--- config.mk ---
export PLATFORM = sky130hd
export DESIGN_NAME = nrz_rx_multi
export DESIGN_NICKNAME = d
export VERILOG_FILES = /design/src/rtl/nrz_rx_pkg.sv /design/src/rtl/rx_line_cond.sv /design/src/rtl/rx_deser.sv /design/src/rtl/rx_char_q.sv /design/src/rtl/nrz_rx_multi.sv
export SDC_FILE = /design/constraint.sdc
export NUM_CORES = 1
export LEC_CHECK = 0
export ABC_AREA = 1
export BUFFER_PORTS_ARGS = -buffer_cell sky130_fd_sc_hd__buf_2
export CAP_MARGIN = 20
export CORE_MARGIN = 4
export CORE_UTILIZATION = 40
export CTS_BUF_LIST = sky130_fd_sc_hd__clkbuf_4 sky130_fd_sc_hd__clkbuf_8 sky130_fd_sc_hd__clkbuf_16
export DETAILED_ROUTE_END_ITERATION = 16
export MAX_ROUTING_LAYER = met4
export SYNTH_ARGS = -nofsm -noshare
export SYNTH_HDL_FRONTEND = slang
export SYNTH_HIERARCHICAL = 1
export SYNTH_SLANG_ARGS = --single-unit
--- constraint.sdc ---
create_clock -name clk -period 2.1 [get_ports clk]
set_input_delay 0.525 -clock clk [delete_from_list [all_inputs] [get_ports clk]]
set_output_delay 0.525 -clock clk [all_outputs]
set_load 0.05 [all_outputs]
--- src/rtl/nrz_rx_pkg.sv ---
package nrz_rx_pkg;
  localparam logic [3:0] FMT_8B   = 4'b0000;
  localparam logic [3:0] FMT_7B   = 4'b0001;
  localparam logic [3:0] FMT_ODD  = 4'b0010;
  localparam logic [3:0] FMT_EVEN = 4'b0011;
  localparam logic [3:0] FMT_ADDR = 4'b0100;

  typedef struct packed {
    logic [7:0] data;
    logic       bit9;
    logic       perr;
    logic       ferr;
  } rx_char_t;

  typedef enum logic [1:0] {ST_IDLE, ST_START, ST_BITS, ST_STOP} rx_state_e;
endpackage

--- src/rtl/rx_line_cond.sv ---
module rx_line_cond #(
  parameter int STAGES = 2
) (
  input  logic clk,
  input  logic rst_n,
  input  logic raw,
  input  logic invert,
  output logic line
);
  logic [STAGES-1:0] sr;

  // polarity applied ahead of the synchroniser so a polarity change
  // together with the new idle level produces no false edge
  always_ff @(posedge clk) begin
    if (!rst_n) sr <= '1;
    else        sr <= {sr[STAGES-2:0], raw ^ invert};
  end

  assign line = sr[STAGES-1];
endmodule

--- src/rtl/rx_deser.sv ---
module rx_deser
  import nrz_rx_pkg::*;
#(
  parameter int OSR    = 16,
  parameter int DATA_W = 8
) (
  input  logic       clk,
  input  logic       rst_n,
  input  logic       tick,
  input  logic       line,
  input  logic [3:0] fmt,
  input  logic       two_stop,
  output logic       push,
  output rx_char_t   push_char
);
  localparam int CW     = $clog2(OSR);
  localparam int MID    = OSR / 2;
  localparam int NB_MAX = DATA_W + 1;
  localparam int IW     = $clog2(NB_MAX + 1);

  rx_state_e         state;
  logic [CW-1:0]     cnt;
  logic [IW-1:0]     idx;
  logic [NB_MAX-1:0] bits;
  logic              stop_idx;
  logic              ferr_acc;
  logic              ferr_q;
  logic              ferr_now;

  logic          ninth;
  logic [IW-1:0] nbits;

  always_comb begin
    ninth = (fmt == FMT_ODD) || (fmt == FMT_EVEN) || (fmt == FMT_ADDR);
    if (fmt == FMT_7B)  nbits = IW'(DATA_W - 1);
    else if (ninth)     nbits = IW'(DATA_W + 1);
    else                nbits = IW'(DATA_W);
    ferr_now = ferr_acc | ~line;
  end

  always_ff @(posedge clk) begin
    if (!rst_n) begin
      state    <= ST_IDLE;
      cnt      <= '0;
      idx      <= '0;
      bits     <= '0;
      stop_idx <= 1'b0;
      ferr_acc <= 1'b0;
      ferr_q   <= 1'b0;
      push     <= 1'b0;
    end else begin
      push <= 1'b0;
      if (tick) begin
        unique case (state)
          ST_IDLE: if (!line) begin
            state <= ST_START;
            cnt   <= '0;
          end
          ST_START: if (cnt == CW'(MID - 1)) begin
            cnt  <= '0;
            idx  <= '0;
            bits <= '0;
            state <= line ? ST_IDLE : ST_BITS;
          end else cnt <= cnt + 1'b1;
          ST_BITS: if (cnt == CW'(OSR - 1)) begin
            cnt       <= '0;
            bits[idx] <= line;
            if (idx == nbits - 1'b1) begin
              state    <= ST_STOP;
              stop_idx <= 1'b0;
              ferr_acc <= 1'b0;
            end else idx <= idx + 1'b1;
          end else cnt <= cnt + 1'b1;
          ST_STOP: if (cnt == CW'(OSR - 1)) begin
            cnt <= '0;
            if (two_stop && !stop_idx) begin
              stop_idx <= 1'b1;
              ferr_acc <= ferr_now;
            end else begin
              push   <= 1'b1;
              ferr_q <= ferr_now;
              state  <= ST_IDLE;
            end
          end else cnt <= cnt + 1'b1;
          default: state <= ST_IDLE;
        endcase
      end
    end
  end

  always_comb begin
    push_char.data = (fmt == FMT_7B) ? {1'b0, bits[DATA_W-2:0]} : bits[DATA_W-1:0];
    push_char.bit9 = ninth ? bits[DATA_W] : 1'b0;
    unique case (fmt)
      FMT_EVEN: push_char.perr =  (^bits);
      FMT_ODD:  push_char.perr = ~(^bits);
      default:  push_char.perr = 1'b0;
    endcase
    push_char.ferr = ferr_q;
  end

  AST_IDX_IN_FRAME: assert property (@(posedge clk) disable iff (!rst_n)
    (state == ST_BITS) |-> (idx < nbits));
  AST_PUSH_SINGLE: assert property (@(posedge clk) disable iff (!rst_n)
    push |=> !push);
  AST_PERR_PARITY_ONLY: assert property (@(posedge clk) disable iff (!rst_n)
    (push && fmt != FMT_ODD && fmt != FMT_EVEN) |-> !push_char.perr);
endmodule

--- src/rtl/rx_char_q.sv ---
module rx_char_q
  import nrz_rx_pkg::*;
#(
  parameter int DEPTH = 2
) (
  input  logic     clk,
  input  logic     rst_n,
  input  logic     push,
  input  rx_char_t wdata,
  output logic     valid,
  input  logic     ready,
  output rx_char_t rdata,
  input  logic     ovr_clr,
  output logic     overrun
);
  localparam int PW = (DEPTH > 1) ? $clog2(DEPTH) : 1;
  localparam int NW = $clog2(DEPTH + 1);

  rx_char_t      mem [DEPTH];
  logic [PW-1:0] wp, rp;
  logic [NW-1:0] count;
  logic          pop, accept;

  assign valid  = (count != '0);
  assign rdata  = mem[rp];
  assign pop    = valid && ready;
  assign accept = push && ((count < NW'(DEPTH)) || pop);

  always_ff @(posedge clk) begin
    if (!rst_n) begin
      wp      <= '0;
      rp      <= '0;
      count   <= '0;
      overrun <= 1'b0;
      for (int i = 0; i < DEPTH; i++) mem[i] <= '0;
    end else begin
      if (accept) begin
        mem[wp] <= wdata;
        wp <= (wp == PW'(DEPTH - 1)) ? '0 : wp + 1'b1;
      end
      if (pop) rp <= (rp == PW'(DEPTH - 1)) ? '0 : rp + 1'b1;
      count <= count + NW'(accept) - NW'(pop);
      if (push && !accept) overrun <= 1'b1;
      else if (ovr_clr)    overrun <= 1'b0;
    end
  end

  AST_NO_OVERFLOW: assert property (@(posedge clk) disable iff (!rst_n)
    count <= NW'(DEPTH));
  AST_DROP_FLAGS: assert property (@(posedge clk) disable iff (!rst_n)
    (push && count == NW'(DEPTH) && !ready) |=> overrun);
  AST_OVERRUN_STICKY: assert property (@(posedge clk) disable iff (!rst_n)
    (overrun && !ovr_clr) |=> overrun);
  AST_HOLD_STALL: assert property (@(posedge clk) disable iff (!rst_n)
    (valid && !ready) |=> (valid && $stable(rdata)));
endmodule

--- src/rtl/nrz_rx_multi.sv ---
module nrz_rx_multi
  import nrz_rx_pkg::*;
#(
  parameter int OSR         = 16,
  parameter int DEPTH       = 2,
  parameter int SYNC_STAGES = 2
) (
  input  logic       clk,
  input  logic       rst_n,
  input  logic       os_tick,
  input  logic [3:0] fmt,
  input  logic       two_stop,
  input  logic       invert,
  input  logic       line_in,
  input  logic       ovr_clr,
  output logic       out_valid,
  input  logic       out_ready,
  output logic [7:0] out_data,
  output logic       out_bit9,
  output logic       out_perr,
  output logic       out_ferr,
  output logic       overrun
);
  logic     line;
  logic     push;
  rx_char_t push_char;
  rx_char_t head;

  rx_line_cond #(.STAGES(SYNC_STAGES)) u_cond (
    .clk(clk), .rst_n(rst_n), .raw(line_in), .invert(invert), .line(line)
  );

  rx_deser #(.OSR(OSR), .DATA_W(8)) u_deser (
    .clk(clk), .rst_n(rst_n), .tick(os_tick), .line(line), .fmt(fmt),
    .two_stop(two_stop), .push(push), .push_char(push_char)
  );

  rx_char_q #(.DEPTH(DEPTH)) u_q (
    .clk(clk), .rst_n(rst_n), .push(push), .wdata(push_char),
    .valid(out_valid), .ready(out_ready), .rdata(head),
    .ovr_clr(ovr_clr), .overrun(overrun)
  );

  assign out_data = head.data;
  assign out_bit9 = head.bit9;
  assign out_perr = head.perr;
  assign out_ferr = head.ferr;
endmodule

## Word level (Yosys, flattened, before mapping)

Memory sizes are Yosys's and may differ from the RTL's. A register that Yosys moved wholly into a read port is not among the register bits.
Cells that the tools add are included.

| word-level totals | value |
|---|---|
| bits in registers | 30 |
| memory bits (writable) | 22 |
| input bits | 12 |
| output and inout bits | 13 |
| word-level logic and storage cells | 121 |
| memories kept | 1 |

| operators by class | value |
|---|---|
| $add $sub $neg | 7 |
| $lt $le $gt $ge | 3 |
| equal/unequal tests | 18 |
| multiplexer cells | 49 |
| bitwise gates (word level) | 5 |
| reduce and logical (&&, ||, !) cells | 25 |

Memory list:

| memory | words | width | read ports | clocked after Yosys merged registers in | wr ports | RTL line | text |
|---|---|---|---|---|---|---|---|
| u_q.mem | 2 | 11 | 1 | 1 | 2 | rx_char_q.sv:19 | `rx_char_t mem [DEPTH];` |

Operators by type and width:

| cell | number |
|---|---|
| 2-to-1 mux 4 bit | 7 |
| 2-to-1 mux 1 bit | 22 |
| 2-to-1 mux 9 bit | 2 |
| case mux 9 bit (2 select lines) | 1 |
| 2-to-1 mux 2 bit | 7 |
| case mux 4 bit (3 select lines) | 1 |
| AND reduction 4 bit | 3 |
| 2-to-1 mux 11 bit | 1 |
| OR reduction 11 bit | 1 |
| inequality test 2 x 1 -> 1 bit, second input constant | 5 |
| bitwise mux 9 bit | 1 |
| parity 9 bit | 1 |
| adder 4 x 1 -> 4 bit, second input constant | 2 |
| equality test 4 x 2 -> 1 bit, second input constant | 2 |
| equality test 4 x 3 -> 1 bit, second input constant | 2 |
| 2-to-1 mux 8 bit | 1 |
| case mux 2 bit (4 select lines) | 1 |
| case mux 4 bit (2 select lines) | 1 |
| nonzero test 2 bit | 4 |
| AND reduction 7 bit | 1 |
| inequality test 2 bit, second input constant | 3 |
| case mux 1 bit (2 select lines) | 3 |
| AND reduction 6 bit | 1 |
| logical AND 1 bit | 5 |
| other kinds (22) | 29 |

## Logic depth before layout (Yosys ltp)

| logic depth | value |
|---|---|
| depth after elaboration | 10 |
| mapped depth | 11 |
| gate-level depth less buffers | 11 |

## By module

The synthesis kept the hierarchy.

By module, submodules not included:

| module | times used | cells each | area each (um^2) | seq. area each (um^2) |
|---|---|---|---|---|
| rx_deser | 1 | 234 | 1539.0 | 460.4 |
| rx_char_q | 1 | 114 | 1260.0 | 780.7 |
| rx_line_cond | 1 | 9 | 67.6 | 40.0 |

## Worst setup path before layout

Ideal clock, no wire load.

| timing path | value |
|---|---|
| kind | input -> register |
| from | in out_ready |
| to | reg u_q.count[1] |
| setup time | 0.115 ns |
| data arrival time | 1.543 ns |
| required time | 1.985 ns |
| slack | 0.442 ns |
| cell stages on the path | 10 |
| buffers on the path | 0 |
| cell sequence | inv_1 a21boi_0 inv_1 ha_1 inv_1 ha_1 inv_1 nand2_1 a21oi_1 nor2_1 |

| on the way | value |
|---|---|
| word-level cells in the longest chain between the ends | 5 |

Ends and longest elaborated chain:

| element | RTL line | text |
|---|---|---|
| from (decl) | nrz_rx_multi.sv:17 | `input logic out_ready,` |
| logical AND 1 bit (*) | rx_char_q.sv:26 | `assign pop = valid && ready;` |
| logical OR 1 bit | rx_char_q.sv:27 | `assign accept = push && ((count < NW'(DEPTH)) \|\| pop);` |
| logical AND 1 bit | rx_char_q.sv:27 |  |
| adder 2 x 1 -> 2 bit | rx_char_q.sv:42 | `count <= count + NW'(accept) - NW'(pop);` |
| subtractor 2 x 1 -> 2 bit (*) | rx_char_q.sv:42 |  |
| to (signal assigned) | rx_char_q.sv:42 |  |
| to (decl) | rx_char_q.sv:21 | `logic [NW-1:0] count;` |

Every way passes the cells marked *; elsewhere a longest branch is shown, timed or not.
A chain may end at the register's enable or synchronous reset.

==> key figures <==
STA
  – Slew Limit Fails: 0
  – Final Skew: 0.00547 ns
  – RSZ-0062 raised after global routing: no
  – Hold Vio Cnt, Final: 0
  – Minimum clock period: 1.92 ns
  – Tightest Pin Transition: 0.549 ns
  – Fmax: 521 MHz
  – TNS Setup: 0 ns
  – # setup viols final: 0
  – Slew HR: 63.1%
  – Tcrit/Tclk final: 91.4%

Synthesis
  – Most used DFF post-synth: dfxtp_1
  – Synth Cell Area: 2870 um2
  – Post-Syn Area per Cell: 8.03 um2
  – Synth unique cells: 32
  – FFs w/ async S/R, synth: 0%
  – Sequential share of the synthesized area: 44.7%
  – Syn. warnings: 6
  – Syn Inst Count: 357
  – Net Count, Synth: 376
  – Synth Register Bits: 53
  – Post-synth EDFFs: 22

Pwr
  – Power after layout: 0.00205 W
  – Peak VDD IR: 0.366 mV
  – Pwr Density: 659 nW/um2
  – LEAKAGE: 1.26 nW

CTS
  – TritonCTS clock tree: done
  – Reg clk slew, reported paths: 0.09 ns
  – Setup Fix Bufs, Post-CTS: 0
  – Hold buffer count at CTS: 0
  – Clk root buf: clkbuf_8
  – Clk Latency, worst-skew pair: 0.31 ns
  – CTS H-tree lvls: 2
  – Num Clock Sinks: 53
  – Cts bufs inserted: 5
  – CTS Buffer Depth: 2
  – CTS resizes: 1

Setup path
  – Critical path depth in cells: 2
  – Element type at the critical path start: register
  – Setup crit end kind: output pin
  – WP buf/inv: 1
  – Worst EP arrival: 1.40 ns
  – Crit-path cells: mux2_2 -> buf_2
  – Worst Reg-to-Reg Cells: 9
  – Worst path max stage delay: 0.50 ns
  – CP Class: reg2out
  – CP max-delay cell: dfxtp_2
  – CP top delay family: flip-flops
  – Data required, critical path: 1.57 ns
  – Largest fanout on the critical path: 11

Die
  – Site row count: 30
  – Die footprint: 8580 um2
  – I/O pin cnt: 25
  – Initial Util: 41.7%
  – Core box area: 6870 um2
  – Die Ht: 92.7 um
  – Die width: 92.7 um

Final layout
  – ANT cells: 0
  – Multi-input logic area: 1280 um2
  – Register area: 1280 um2
  – Util after Layout: 45.4%
  – Fin cells: 474
  – Design area: 3120 um2
  – # nets final: 396
  – Layout cells sized above 1: 17.7%
  – Number of fill cells: 701
  – Layout area overhead: 8.69%

Place
  – Placed cell count: 466
  – Port Buf Inserts: 24
  – Post-detail-place hpwl: 3.86 mm
  – Final weighted congestion in routability-driven placement: 0.837
  – Placed cell area: 3020 um2

GRT
  – First-pass GRT wire length: 9.23 mm
  – Antenna violations before repair: 0
  – Gr usage total: 13.5%
  – Largest net degree at the start of global routing: 18
  – Gr ovfl total: 0
  – Number of global-route vias before repair: 2097

Route
  – Drt first pass iters: 4
  – Detailed-route DRC error count: 0
  – Via count: 2232
  – Via density: 4.71
  – Drt first-iter violations: 96
  – Final antenna-violating net count: 0
  – Final wirelength: 5.18 mm
  – Wire per inst: 10.9 um

Outcome
  – Status: completed

Hold path
  – Worst Hold Class: reg2reg
  – Cell count of the worst hold path: 2

Job
  – Max Cap Viol: 0
-- layout by cell type, fill, tap and decap left out, drive strengths merged, types with 2 or more instances in the layout --
cell type and count:
a21boi 3, a21oi 29, buf 27, clkbuf 5, clkinv 2, dfxtp 31
edfxtp 22, ha 7, inv 52, mux2 11, nand2 75, nand3 15
nand4 6, nor2 61, o21ai 16, xnor2 6, xor2 4
-- power breakdown --
part | total [W] | switching (W) | internal (W) | leakage [nW]
sequential | 0.00114 | 0.0000324 | 0.00111 | 0.467
clock | 0.000584 | 0.000347 | 0.000237 | 0.0445
combinational | 0.000329 | 0.000230 | 0.0000991 | 0.746
total | 0.00205 | 0.000609 | 0.00144 | 1.26
-- sequential cells by signal, summed over array words and instances, names as in the netlist, 2 cells and up, named ones only --
name	cells
u_cond/sr	2
u_deser/bits	9
u_deser/cnt	4
u_deser/idx	4
u_q/count	2
u_q/mem	22
-- per-layer routing --
metal  GRT usage [%]  share of wire, %  up-vias
met5               -                 0        -
met4            4.40               1.4        0
met3            2.76               3.9        7
met2            22.7                48       45
met1            16.2                47     1004
li1                -                 -     1176
-- cell type report --
class / instances / area share (%)
Clock inverter: 3 / 0.683
Timing Repair Buffer: 27 / 4.58
Sequential cell: 53 / 41.2
Tap cell: 96 / 3.86
Multi-Input combinational cell: 238 / 41.2
Clock buffer: 5 / 2.21
Inverter: 52 / 6.27
-- worst paths after layout --
kind                       start              end  slack, ns
setup / recovery        register         out_ferr       0.18
hold / removal      u_cond/sr[0]     u_cond/sr[1]       0.41
setup reg to reg  u_deser/cnt[0]  u_deser/bits[3]       0.47
hold reg to reg     u_cond/sr[0]     u_cond/sr[1]       0.41
-- cell usage after synthesis (all sizes together) (6+ instances only) --
library cell,number,area [um2]
nand2,75,317
nor2,61,253
inv,51,191
dfxtp,31,621
a21oi,29,145
edfxtp,22,661
o21ai,16,83.8
nand3,15,80.1
buf,12,97.6
mux2,11,124
ha,7,87.6
nand4,6,50.0
xnor2,6,52.6
-- through the flow --
step | hold slack [ns] | setup slack (ns)
after floorplan | 0.380 | 0.442
after global placement | 0.386 | 0.291
after detailed placement | 0.388 | 0.223
after CTS | 0.412 | 0.160
after global routing | 0.448 | 0.113
final | 0.411 | 0.180
-- logic make-up after synthesis --
family,count (synthesis),share of synthesized area (%)
flip-flops,53,44.7
AND/OR/NAND/NOR,160,25.1
AO/OA/AOI/OAI,50,9.30
adder cells (fa/ha/maj),7,3.06
XOR/XNOR,10,3.06
multiplexers,11,4.32
buffers and inverters,66,10.5
-- worst register-to-register path: stages, from the launching register on --
cell and delay (ns):
dfxtp_1 0.39, ha_1 0.24, nand2_1 0.09, o21ai_2 0.19
inv_2 0.05, nor2_2 0.12, nand2_4 0.11, nor2_8 0.16
nand2_1 0.08, a21oi_1 0.15
Note: power is estimated with default switching activity, not from simulation.
